`src/rtl/steer_lf_pkg.sv`:
```
// Package: shared constants and types for the clock-steering loop filter.
// Assumes nothing beyond IEEE 1800-2017.
package steer_lf_pkg;

    // Number of gain paths and their positions in the gain array
    localparam int unsigned NUM_GAINS = 3;
    localparam int unsigned G_PROP    = 0;
    localparam int unsigned G_RATE    = 1;
    localparam int unsigned G_ACCEL   = 2;

    // Result of a saturation decision
    typedef enum logic [1:0] {
        SAT_NONE = 2'b00,
        SAT_HIGH = 2'b01,
        SAT_LOW  = 2'b10
    } sat_dir_e;

endpackage

```
`src/rtl/lf_gain_mul.sv`:
```
// lf_gain_mul: signed product of one phase error sample and one gain.
// Purely combinational. Its output is wide enough that it cannot overflow.
module lf_gain_mul #(
    parameter int unsigned ERR_W  = 16,
    parameter int unsigned COEF_W = 12,
    localparam int unsigned PROD_W = ERR_W + COEF_W
) (
    input  logic signed [ERR_W-1:0]  err_i,
    input  logic signed [COEF_W-1:0] gain_i,
    output logic signed [PROD_W-1:0] prod_o
);

    // Full-precision signed multiply
    always_comb begin
        prod_o = PROD_W'(err_i) * PROD_W'(gain_i);
    end

endmodule

```
`src/rtl/lf_sat_add.sv`:
```
// lf_sat_add: three-operand signed adder whose result is clamped to W bits.
// Computes base + inc + carry with two guard bits, then limits the result
// to the signed W-bit range. Combinational, so the caller owns the register.
module lf_sat_add
    import steer_lf_pkg::*;
#(
    parameter int unsigned W  = 32,
    parameter int unsigned IW = 28,
    localparam int unsigned MW = (W > IW) ? W : IW,
    localparam int unsigned SW = MW + 2
) (
    input  logic signed [W-1:0]  base_i,
    input  logic signed [IW-1:0] inc_i,
    input  logic signed [W-1:0]  carry_i,
    output logic signed [W-1:0]  sum_o
);

    localparam logic signed [SW-1:0] HI_LIM = {{(SW-W+1){1'b0}}, {(W-1){1'b1}}};
    localparam logic signed [SW-1:0] LO_LIM = {{(SW-W+1){1'b1}}, {(W-1){1'b0}}};

    logic signed [SW-1:0] ext_base;
    logic signed [SW-1:0] ext_inc;
    logic signed [SW-1:0] ext_carry;
    logic signed [SW-1:0] wide_sum;
    sat_dir_e             dir;

    // Sign-extend the operands and form the wide sum
    always_comb begin
        ext_base  = base_i;
        ext_inc   = inc_i;
        ext_carry = carry_i;
        wide_sum  = ext_base + ext_inc + ext_carry;
    end

    // Decide whether the wide sum leaves the W-bit range
    always_comb begin
        if (wide_sum > HI_LIM) begin
            dir = SAT_HIGH;
        end else if (wide_sum < LO_LIM) begin
            dir = SAT_LOW;
        end else begin
            dir = SAT_NONE;
        end
    end

    // Select either the clamped limit or the in-range sum
    always_comb begin
        case (dir)
            SAT_HIGH: sum_o = HI_LIM[W-1:0];
            SAT_LOW:  sum_o = LO_LIM[W-1:0];
            default:  sum_o = wide_sum[W-1:0];
        endcase
    end

endmodule

```
`src/rtl/lf_out_stage.sv`:
```
// lf_out_stage: adds the proportional product to the updated rate
// accumulator, clamps the sum to the signed OUT_W range and registers it
// when en is high. Assumes OUT_W <= IW + 2.
module lf_out_stage
    import steer_lf_pkg::*;
#(
    parameter int unsigned IW    = 32,
    parameter int unsigned PW    = 28,
    parameter int unsigned OUT_W = 24,
    localparam int unsigned MW = (IW > PW) ? IW : PW,
    localparam int unsigned SW = MW + 2
) (
    input  logic                    clk,
    input  logic                    rst_n,
    input  logic                    en,
    input  logic signed [PW-1:0]    prop_i,
    input  logic signed [IW-1:0]    base_i,
    output logic signed [OUT_W-1:0] q_o
);

    localparam logic signed [SW-1:0] HI_LIM = {{(SW-OUT_W+1){1'b0}}, {(OUT_W-1){1'b1}}};
    localparam logic signed [SW-1:0] LO_LIM = {{(SW-OUT_W+1){1'b1}}, {(OUT_W-1){1'b0}}};

    logic signed [SW-1:0]    ext_prop;
    logic signed [SW-1:0]    ext_base;
    logic signed [SW-1:0]    wide_sum;
    logic signed [OUT_W-1:0] clamped;
    sat_dir_e                dir;

    // Wide sum of the proportional term and the rate accumulator
    always_comb begin
        ext_prop = prop_i;
        ext_base = base_i;
        wide_sum = ext_prop + ext_base;
    end

    // Clamp to the output word range
    always_comb begin
        dir = SAT_NONE;
        if (wide_sum > HI_LIM) begin
            dir = SAT_HIGH;
        end else if (wide_sum < LO_LIM) begin
            dir = SAT_LOW;
        end
        case (dir)
            SAT_HIGH: clamped = HI_LIM[OUT_W-1:0];
            SAT_LOW:  clamped = LO_LIM[OUT_W-1:0];
            default:  clamped = wide_sum[OUT_W-1:0];
        endcase
    end

    // Output register, loaded only on accepted updates
    always_ff @(posedge clk) begin
        if (!rst_n) begin
            q_o <= '0;
        end else if (en) begin
            q_o <= clamped;
        end
    end

endmodule

```
`src/rtl/lf_lock_det.sv`:
```
// lf_lock_det: counts consecutive enabled samples whose magnitude is
// strictly below a threshold and raises the lock flag once the count reaches
// RUN_LEN. One sample at or above the threshold clears the count and the
// flag. Assumes RUN_LEN >= 1.
module lf_lock_det #(
    parameter int unsigned ERR_W   = 16,
    parameter int unsigned RUN_LEN = 64,
    localparam int unsigned CNT_W  = $clog2(RUN_LEN + 1)
) (
    input  logic                    clk,
    input  logic                    rst_n,
    input  logic                    en,
    input  logic signed [ERR_W-1:0] err_i,
    input  logic        [ERR_W-1:0] thresh_i,
    output logic                    locked_o
);

    localparam logic [CNT_W-1:0] RUN_MAX  = CNT_W'(RUN_LEN);
    localparam logic [CNT_W-1:0] RUN_LAST = CNT_W'(RUN_LEN - 1);

    logic [ERR_W-1:0] mag;
    logic             below;
    logic [CNT_W-1:0] run_cnt;

    // Magnitude of the error; the most negative code maps to 2^(ERR_W-1)
    always_comb begin
        mag   = err_i[ERR_W-1] ? (~$unsigned(err_i) + 1'b1) : $unsigned(err_i);
        below = (mag < thresh_i);
    end

    // Run counter and lock flag, updated once per enabled sample
    always_ff @(posedge clk) begin
        if (!rst_n) begin
            run_cnt  <= '0;
            locked_o <= 1'b0;
        end else if (en) begin
            if (below) begin
                if (run_cnt != RUN_MAX) begin
                    run_cnt <= run_cnt + 1'b1;
                end
                locked_o <= (run_cnt >= RUN_LAST);
            end else begin
                run_cnt  <= '0;
                locked_o <= 1'b0;
            end
        end
    end

endmodule

```
`src/rtl/steer_loop_filter.sv`:
```
// steer_loop_filter: third-order (type-3) loop filter for clock steering.
// On each accepted update it advances the acceleration and rate
// accumulators, registers the saturated frequency-adjustment word and
// updates the lock detector. freeze_i holds all state (holdover).
// Assumes COEF_W + ERR_W <= ACC_W and OUT_W <= ACC_W.
module steer_loop_filter
    import steer_lf_pkg::*;
#(
    parameter int unsigned ERR_W    = 16,
    parameter int unsigned COEF_W   = 12,
    parameter int unsigned ACC_W    = 32,
    parameter int unsigned OUT_W    = 24,
    parameter int unsigned LOCK_RUN = 64
) (
    input  logic                     clk,
    input  logic                     rst_n,
    input  logic                     strobe_i,
    input  logic                     freeze_i,
    input  logic signed [ERR_W-1:0]  phase_err_i,
    input  logic signed [COEF_W-1:0] gain_prop_i,
    input  logic signed [COEF_W-1:0] gain_rate_i,
    input  logic signed [COEF_W-1:0] gain_accel_i,
    input  logic        [ERR_W-1:0]  lock_thresh_i,
    output logic signed [OUT_W-1:0]  freq_adj_o,
    output logic                     locked_o
);

    localparam int unsigned PROD_W = ERR_W + COEF_W;

    logic                     accept;
    logic signed [COEF_W-1:0] gain_a [NUM_GAINS];
    logic signed [PROD_W-1:0] prod_a [NUM_GAINS];
    logic signed [ACC_W-1:0]  acc_rate_q;
    logic signed [ACC_W-1:0]  acc_accel_q;
    logic signed [ACC_W-1:0]  acc_rate_nx;
    logic signed [ACC_W-1:0]  acc_accel_nx;

    // An update counts only when it is not held off by freeze
    always_comb begin
        accept = strobe_i & ~freeze_i;
    end

    // Collect the gains into one array indexed by path
    always_comb begin
        gain_a[G_PROP]  = gain_prop_i;
        gain_a[G_RATE]  = gain_rate_i;
        gain_a[G_ACCEL] = gain_accel_i;
    end

    // One multiplier per gain path
    for (genvar k = 0; k < NUM_GAINS; k++) begin : g_mul
        lf_gain_mul #(
            .ERR_W  (ERR_W),
            .COEF_W (COEF_W)
        ) i_mul (
            .err_i  (phase_err_i),
            .gain_i (gain_a[k]),
            .prod_o (prod_a[k])
        );
    end

    // Acceleration path: previous value plus the acceleration product
    lf_sat_add #(
        .W  (ACC_W),
        .IW (PROD_W)
    ) i_add_accel (
        .base_i  (acc_accel_q),
        .inc_i   (prod_a[G_ACCEL]),
        .carry_i ('0),
        .sum_o   (acc_accel_nx)
    );

    // Rate path: previous value plus the rate product plus the old acceleration
    lf_sat_add #(
        .W  (ACC_W),
        .IW (PROD_W)
    ) i_add_rate (
        .base_i  (acc_rate_q),
        .inc_i   (prod_a[G_RATE]),
        .carry_i (acc_accel_q),
        .sum_o   (acc_rate_nx)
    );

    // Accumulator registers, advanced once per accepted update
    always_ff @(posedge clk) begin
        if (!rst_n) begin
            acc_accel_q <= '0;
            acc_rate_q  <= '0;
        end else if (accept) begin
            acc_accel_q <= acc_accel_nx;
            acc_rate_q  <= acc_rate_nx;
        end
    end

    // Output word: proportional product plus the new rate accumulator
    lf_out_stage #(
        .IW    (ACC_W),
        .PW    (PROD_W),
        .OUT_W (OUT_W)
    ) i_out (
        .clk    (clk),
        .rst_n  (rst_n),
        .en     (accept),
        .prop_i (prod_a[G_PROP]),
        .base_i (acc_rate_nx),
        .q_o    (freq_adj_o)
    );

    // Lock detection on the raw error samples
    lf_lock_det #(
        .ERR_W   (ERR_W),
        .RUN_LEN (LOCK_RUN)
    ) i_lock (
        .clk      (clk),
        .rst_n    (rst_n),
        .en       (accept),
        .err_i    (phase_err_i),
        .thresh_i (lock_thresh_i),
        .locked_o (locked_o)
    );

endmodule

```
`config.mk`:
```
export PLATFORM = sky130hd
export DESIGN_NAME = steer_loop_filter
export DESIGN_NICKNAME = d
export VERILOG_FILES = /design/src/rtl/steer_lf_pkg.sv /design/src/rtl/lf_gain_mul.sv /design/src/rtl/lf_sat_add.sv /design/src/rtl/lf_out_stage.sv /design/src/rtl/lf_lock_det.sv /design/src/rtl/steer_loop_filter.sv
export SDC_FILE = /design/constraint.sdc
export NUM_CORES = 2
export LEC_CHECK = 0
export BUFFER_PORTS_ARGS = -buffer_cell sky130_fd_sc_hd__buf_2
export CORE_MARGIN = 2
export CORE_UTILIZATION = 50
export DETAILED_ROUTE_END_ITERATION = 10
export GPL_ROUTABILITY_DRIVEN = 0
export GPL_TIMING_DRIVEN = 0
export PLACE_DENSITY = 0.66
export SLEW_MARGIN = 30
export SYNTH_ARGS = -nofsm -noshare
export SYNTH_HDL_FRONTEND = slang
export SYNTH_SLANG_ARGS = --single-unit
```
`constraint.sdc`:
```
create_clock -name clk -period 19.9 [get_ports clk]
set_clock_uncertainty 0.1 [all_clocks]
set_input_delay 1.99 -clock clk [delete_from_list [all_inputs] [get_ports clk]]
set_output_delay 1.99 -clock clk [all_outputs]
set_load 0.02 [all_outputs]
```
Word-level counts from Yosys, hierarchy flattened
Index checks and enable logic that the tools add are counted.
Word-level totals
  flip-flop bits (word level): 96
  latch bits: 0
  RAM bits: 0
  bits in read-only memories: 0
  bits of input ports: 72
  output and inout bits: 25
  logic and storage cells: 47
  memories: 0
Operators by class
  add/sub/neg operators: 6
  $mul: 3
  div/mod/pow operators: 0
  order comparisons: 8
  eq/ne operators: 8
  shifts and indexed selects: 0
  mux-type cells: 13
  bitwise operators: 3
  reduce and logical (&&, ||, !) cells: 1
Operators with widths (count)
  case mux 32 bit (2 select lines): 2
  multiplier 16 x 12 -> 28 bit: 3
  greater-than comparator 34 x 32 -> 1 bit, second input constant: 2
  < comparator 34 x 32 -> 1 bit, second input constant: 2
  adder 32 x 28 -> 33 bit: 2
  case mux 24 bit (2 select lines): 1
  adder 33 x 32 -> 34 bit: 1
  greater-than comparator 34 x 24 -> 1 bit, second input constant: 1
  < comparator 34 x 24 -> 1 bit, second input constant: 1
  adder 28 x 32 -> 33 bit: 1
  adder 16 x 1 -> 16 bit, second input constant: 1
  < comparator 16 bit: 1
  two-way mux 16 bit: 1
  NOT 16 bit: 1
  two-way mux 7 bit: 2
  two-way mux 2 bit: 6
  adder 7 x 1 -> 7 bit, second input constant: 1
  greater-or-equal comparator 7 x 6 -> 1 bit, second input constant: 1
  != test 7 bit, second input constant: 1
  == test 2 x 1 -> 1 bit, second input constant: 3
  == test 2 bit, second input constant: 3
  != test 2 bit, second input constant: 1
  AND reduction 2 bit: 1
  AND 1 bit: 1
  2 further kinds: 2

Depth between registers and ports, before layout
  word-level depth: 14
  depth in mapped cells: 48
  gate-level depth less buffers: 42

By module
From an unflattened synthesis, not the netlist that was laid out.
Unflattened totals
  cell total of the unflattened synthesis: 3867
  area, all modules: 33284.4 um^2
By module, submodules not included
  lf_gain_mul at g_mul[0].i_mul ...: times used 2, cells an instance 814, area an instance 7019.2 um^2, sequential area each 0.0 um^2
  lf_gain_mul at g_mul[2].i_mul: times used 1, cells an instance 802, area an instance 6957.9 um^2, sequential area each 0.0 um^2
  lf_out_stage: times used 1, cells an instance 353, area an instance 2904.0 um^2, sequential area each 480.5 um^2
  lf_sat_add at i_add_accel: times used 1, cells an instance 330, area an instance 2866.5 um^2, sequential area each 0.0 um^2
  lf_sat_add at i_add_rate: times used 1, cells an instance 320, area an instance 2716.4 um^2, sequential area each 0.0 um^2
  steer_loop_filter: times used 1, cells an instance 279, area an instance 2615.0 um^2, sequential area each 1281.2 um^2
  lf_lock_det: times used 1, cells an instance 155, area an instance 1186.1 um^2, sequential area each 160.2 um^2

Worst setup path after synthesis
No wires, ideal clock.
  path type: input -> register
  start point: in phase_err_i[15]
  end point: reg i_out.q_o[3]
  arrival time: 13.782 ns
  required time: 19.673 ns
  slack: 5.891 ns
  cell stages on the path: 44
  cell sequence: clkbuf_1 nand2_1 fa_1 inv_1 fa_1 inv_1 fa_1 inv_1 fa_1 fa_1 inv_1 fa_1 inv_1 ha_1 clkbuf_1 nand4_1 or3_1 a2111oi_0 [8 not listed] fa_1 inv_1 fa_1 fa_1 inv_1 fa_1 inv_1 ha_1 a21o_1 or3_1 o211a_1 o311a_4 or4_4 a221oi_2 nand4_1 o21ai_4 buf_12 o22ai_2
Between the ends
  word-level cells in the longest chain between the ends: 14
RTL lines
  start: declaration: line steer_loop_filter.sv:19  | input logic signed [ERR_W-1:0] phase_err_i,
  multiplier 16 x 12 -> 28 bit *: line lf_gain_mul.sv:15  | prod_o = PROD_W'(err_i) * PROD_W'(gain_i);
  adder 32 x 28 -> 33 bit *: line lf_sat_add.sv:32  | wide_sum = ext_base + ext_inc + ext_carry;
  adder 33 x 32 -> 34 bit *: line lf_sat_add.sv:32
  < comparator 34 x 32 -> 1 bit: line lf_sat_add.sv:39  | end else if (wide_sum < LO_LIM) begin
  two-way mux 2 bit: line lf_sat_add.sv:39
  two-way mux 2 bit: line lf_sat_add.sv:37  | if (wide_sum > HI_LIM) begin
  == test 2 bit / == test 2 x 1 -> 1 bit (equally long branches): line lf_sat_add.sv:48  | case (dir)
  case mux 32 bit (2 select lines) *: line lf_sat_add.sv:48
  named net acc_rate_nx[31]: line steer_loop_filter.sv:35  | logic signed [ACC_W-1:0] acc_rate_nx;
  adder 28 x 32 -> 33 bit *: line lf_out_stage.sv:34  | wide_sum = ext_prop + ext_base;
  < comparator 34 x 24 -> 1 bit: line lf_out_stage.sv:42  | end else if (wide_sum < LO_LIM) begin
  two-way mux 2 bit: line lf_out_stage.sv:42
  two-way mux 2 bit *: line lf_out_stage.sv:40  | if (wide_sum > HI_LIM) begin
  == test 2 bit / == test 2 x 1 -> 1 bit (equally long branches): line lf_out_stage.sv:45  | case (dir)
  case mux 24 bit (2 select lines) *: line lf_out_stage.sv:45
  end signal: assignment: line lf_out_stage.sv:57  | q_o <= clamped;
  end: declaration: line lf_out_stage.sv:18  | output logic signed [OUT_W-1:0] q_o
The timed path passes the listed nets; every way through them passes the cells marked *.
A chain may end at the register's enable or synchronous reset.

Worst setup path in the final report
  start point: in phase_err_i[15]
  end point: reg i_out.q_o[8]
Same word-level chain as after synthesis.

==> metrics <==
DR pass1 iterations=5; most common cell type on the critical path=sky130_fd_sc_hd__fa_1; worst reg2reg startpoint=acc_accel_q[11]$_SDFFE_PN0P_; ports placed on the boundary=97; reg-to-reg setup timing slack=approximately 6.3 ns; non-filler instance count after layout=between 4k and 5k; PortBufs=94; CTS hold repair buffers=0; start point of the worst hold path=i_out.q_o[23]$_SDFFE_PN0P_; synthesized area per cell=9.01 um^2; peak clock frequency supported by timing=0.0589 GHz; Fin Setup TNS=0 ns; final core utilization=between 50 and 60%; CTS sink cnt=96; detailed placement HPWL=slightly below 80,000 um; critical path required time=between 20 and 25 ns; multiplexer area fraction after synthesis=less than 1%; XOR/XNOR Fraction of Synth Area=2.55%; kind of end point of the critical path=flip-flop; setup slack at placement=3.05 ns; sequential fraction of the synthesis area=5.96%; critical register-to-register path endpoint=i_out.q_o[8]$_SDFFE_PN0P_; total routing resource utilization after global routing=just under 30%; H-tree lvl count=3; fin nets=approximately 4.7k; effective utilization at floorplan=50.3%; Vert. Die Dim=approximately 260 um; area added between synthesis and finish=5.95%; Post-Syn Instances=between 3k and 4k; synthesis warning total=0; type of the tightest min-delay check=flip-flop to flip-flop; number of buffers inserted by post-CTS setup repair=0; number of cells on the worst reg-to-reg path=40; Post-Synth Adder-Cell Area=a little under three fifths; Netlist cell types=slightly above 90; Compound-Gate Fraction of Synth Area=a little over a tenth; count of pins over their slew limit=0; area of the core=~0.064 mm^2; largest fanout on the critical path=10; antenna violations before repair=7; CTS Root Cell=sky130_fd_sc_hd__clkbuf_16; routed vias/inst=around 5.5; drt initial violations=1,990; Placed Instances=4,524; cell with the largest stage delay on the worst path=sky130_fd_sc_hd__a2111oi_0; CTS-repair resized insts=0; dominant combinational cell family by area after synthesis=adder cells; largest net degree at the start of global routing=20; wire length per cell=20.3 um; number of filler instances in the final layout=a little over 6k; x dimension of the die=approximately 260 um; relative slew slack=between 20% and 30%; status=complete, no violations; setup repair after global routing missed its margin=false; kind of start point of the critical path=primary input; endpoint of the worst hold path=i_out.q_o[23]$_SDFFE_PN0P_; std cell rows=slightly above 90; Final WS setup=between 2 and 3 ns; Tcrit/Tclk final=85.3%; number of nets still failing antenna checks after routing=0; insertion delay of the later-clocked pin in the worst-skew pair=0.42 ns; clock-pin slew reported for the worst setup and hold paths after clock tree synthesis=0.09 ns; reported max-cap violation count=0; Setup Crit Path Kind=primary input to flip-flop; simple-gate share of the synthesized area=between 10% and 20%; mapped cell area=roughly 0.032 mm^2; Synth Register Bits=between 90 and 100; vias in the first global route=25.4k; number of remaining DRC errors=0; wire length of the first global-routing pass=~140,000 um; total congestion overflow=0; CTS Buf Count=9; transition at the pin with the smallest max-transition slack=between 1 and 1.5 ns; Final Routed Wirelength=92,100 um; Critical Path AT=17.19 ns; post-synthesis async set-or-reset flop share=0%; number of buffers between clock root and the deepest sink=2; slowest stage delay, CP=0.80 ns; number of cells on the worst hold path=2; leading register cell type out of synthesis=sky130_fd_sc_hd__dfxtp_1; Setup-failing EPs final=0; total number of vias=about 25k; synthesized net count=4,640; final hold violation count=0; count of flip-flops with a built-in enable after synthesis=0; ratio of cells with drive above 1 in the final layout=~5.3%; CTS tree=yes; post-layout minimum cycle time=16.98 ns; Total Die Area=0.0665 mm^2
## critical path, delay by kind of cell
family / cells / cell delay [ns]
compound gates: 7 / 2.41
buf+inv: 15 / 2.94
simple gates: 9 / 2.51
xor+xnor: 1 / 0.58
fa+ha+maj: 13 / 6.68
## layout by cell type, fill, tap and decap left out, types with 13 or more instances in the layout
cell	count
sky130_fd_sc_hd__ha_1	279
sky130_fd_sc_hd__clkbuf_1	134
sky130_fd_sc_hd__and2_1	204
sky130_fd_sc_hd__buf_2	111
sky130_fd_sc_hd__xnor2_1	63
sky130_fd_sc_hd__nor2_1	86
sky130_fd_sc_hd__fa_1	711
sky130_fd_sc_hd__nand2_1	458
sky130_fd_sc_hd__inv_1	779
sky130_fd_sc_hd__nor3_1	14
sky130_fd_sc_hd__a21oi_1	89
sky130_fd_sc_hd__or3_1	13
sky130_fd_sc_hd__nand2b_1	51
sky130_fd_sc_hd__a21o_1	53
sky130_fd_sc_hd__o21ai_0	122
sky130_fd_sc_hd__a211oi_1	40
sky130_fd_sc_hd__nand4_1	17
sky130_fd_sc_hd__xor2_1	29
sky130_fd_sc_hd__o21a_1	16
sky130_fd_sc_hd__a31oi_1	41
sky130_fd_sc_hd__nand3_1	31
sky130_fd_sc_hd__o22ai_2	20
sky130_fd_sc_hd__dfxtp_1	96
sky130_fd_sc_hd__o211ai_1	13
## per-layer routing
metal	vias to the layer above	GRT usage, %	part of all wire (%)
li1	11300	-	-
met1	12800	38.0	39
met2	970	45.7	46
met3	166	6.57	9.7
met4	2	13.0	4.9
met5	-	0	0.012
## sequential cells by signal, summed over array words and instances (netlist names)
name / cells
i_lock.run_cnt: 7
i_out.q_o: 24
acc_accel_q: 32
i_lock.locked_o: 1
acc_rate_q: 32
## metrics by stage
| stage | cell area, um^2 | hold slack (ns) |
|---|---|---|
| 2_1_floorplan | 32200 | 0.348 |
| 4_1_cts | 34100 | 0.386 |
| 6_report | 34100 | 0.392 |
| 3_3_place_gp | 33800 | 0.369 |
| 3_5_place_dp | 33800 | 0.372 |
| 5_1_grt | 34100 | 0.435 |
## cell type report
class | instances | area, um^2 | share of cell area, %
diodes | 6 | 15.0 | 0.0440
plain buffers | 168 | 728 | 2.13
clock buffers | 9 | 225 | 0.660
clock inverters | 7 | 100 | 0.293
inverters | 779 | 2920 | 8.56
multi-input cells | 2532 | 26700 | 78.2
flip-flops and latches | 96 | 1920 | 5.63
well taps | 855 | 1070 | 3.13
repair buffers | 94 | 470 | 1.38
## Yosys cell counts (all sizes together) (4+ instances only)
master | number | area share (%)
xnor2 | 64 | 1.8
a221oi | 8 | 0.24
xor2 | 29 | 0.79
a2111oi | 6 | 0.20
or3 | 13 | 0.25
nand3 | 31 | 0.48
o31ai | 6 | 0.16
and2 | 205 | 4.0
nor4 | 5 | 0.097
a21oi | 91 | 1.4
and3 | 13 | 0.26
a2111o | 4 | 0.14
or2 | 5 | 0.097
nand2b | 51 | 0.99
ha | 279 | 11
nand2 | 458 | 5.3
a211o | 9 | 0.24
nor2b | 7 | 0.14
o211a | 10 | 0.31
a21boi | 9 | 0.21
o21bai | 11 | 0.26
o21a | 16 | 0.37
nand4 | 17 | 0.33
or3b | 4 | 0.11
o22ai | 25 | 0.87
a211oi | 41 | 0.97
clkbuf | 141 | 1.7
o41ai | 5 | 0.16
a31o | 4 | 0.11
mux2i | 5 | 0.16
a31oi | 41 | 0.80
and4 | 8 | 0.22
fa | 714 | 44
o21ai | 130 | 2.1
o211ai | 13 | 0.30
nor2 | 86 | 1.0
inv | 779 | 9.1
nor3 | 15 | 0.25
buf | 26 | 0.56
a21o | 53 | 1.2
dfxtp | 96 | 6.0
## how the worst max path moves through the flow
stage | startpoint | slack (ns) | to
floorplan | phase_err_i[15] | 5.89 | i_out.q_o[3]$_SDFFE_PN0P_
global placement | phase_err_i[15] | 2.97 | i_out.q_o[2]$_SDFFE_PN0P_
detailed placement | phase_err_i[15] | 3.05 | i_out.q_o[8]$_SDFFE_PN0P_
CTS | phase_err_i[15] | 3.42 | i_out.q_o[8]$_SDFFE_PN0P_
global route | phase_err_i[15] | 2.51 | i_out.q_o[9]$_SDFFE_PN0P_
finish | phase_err_i[15] | 2.92 | i_out.q_o[8]$_SDFFE_PN0P_
## cell families after synthesis
family,count (synthesis)
mux,5
flops,96
simple gates,931
xor+xnor,93
buf+inv,947
fa+ha+maj,994
compound gates,509
Power is left out: the tool's default activity adds up to more than one toggle a clock period on the data nets, which glitch-free logic cannot reach.
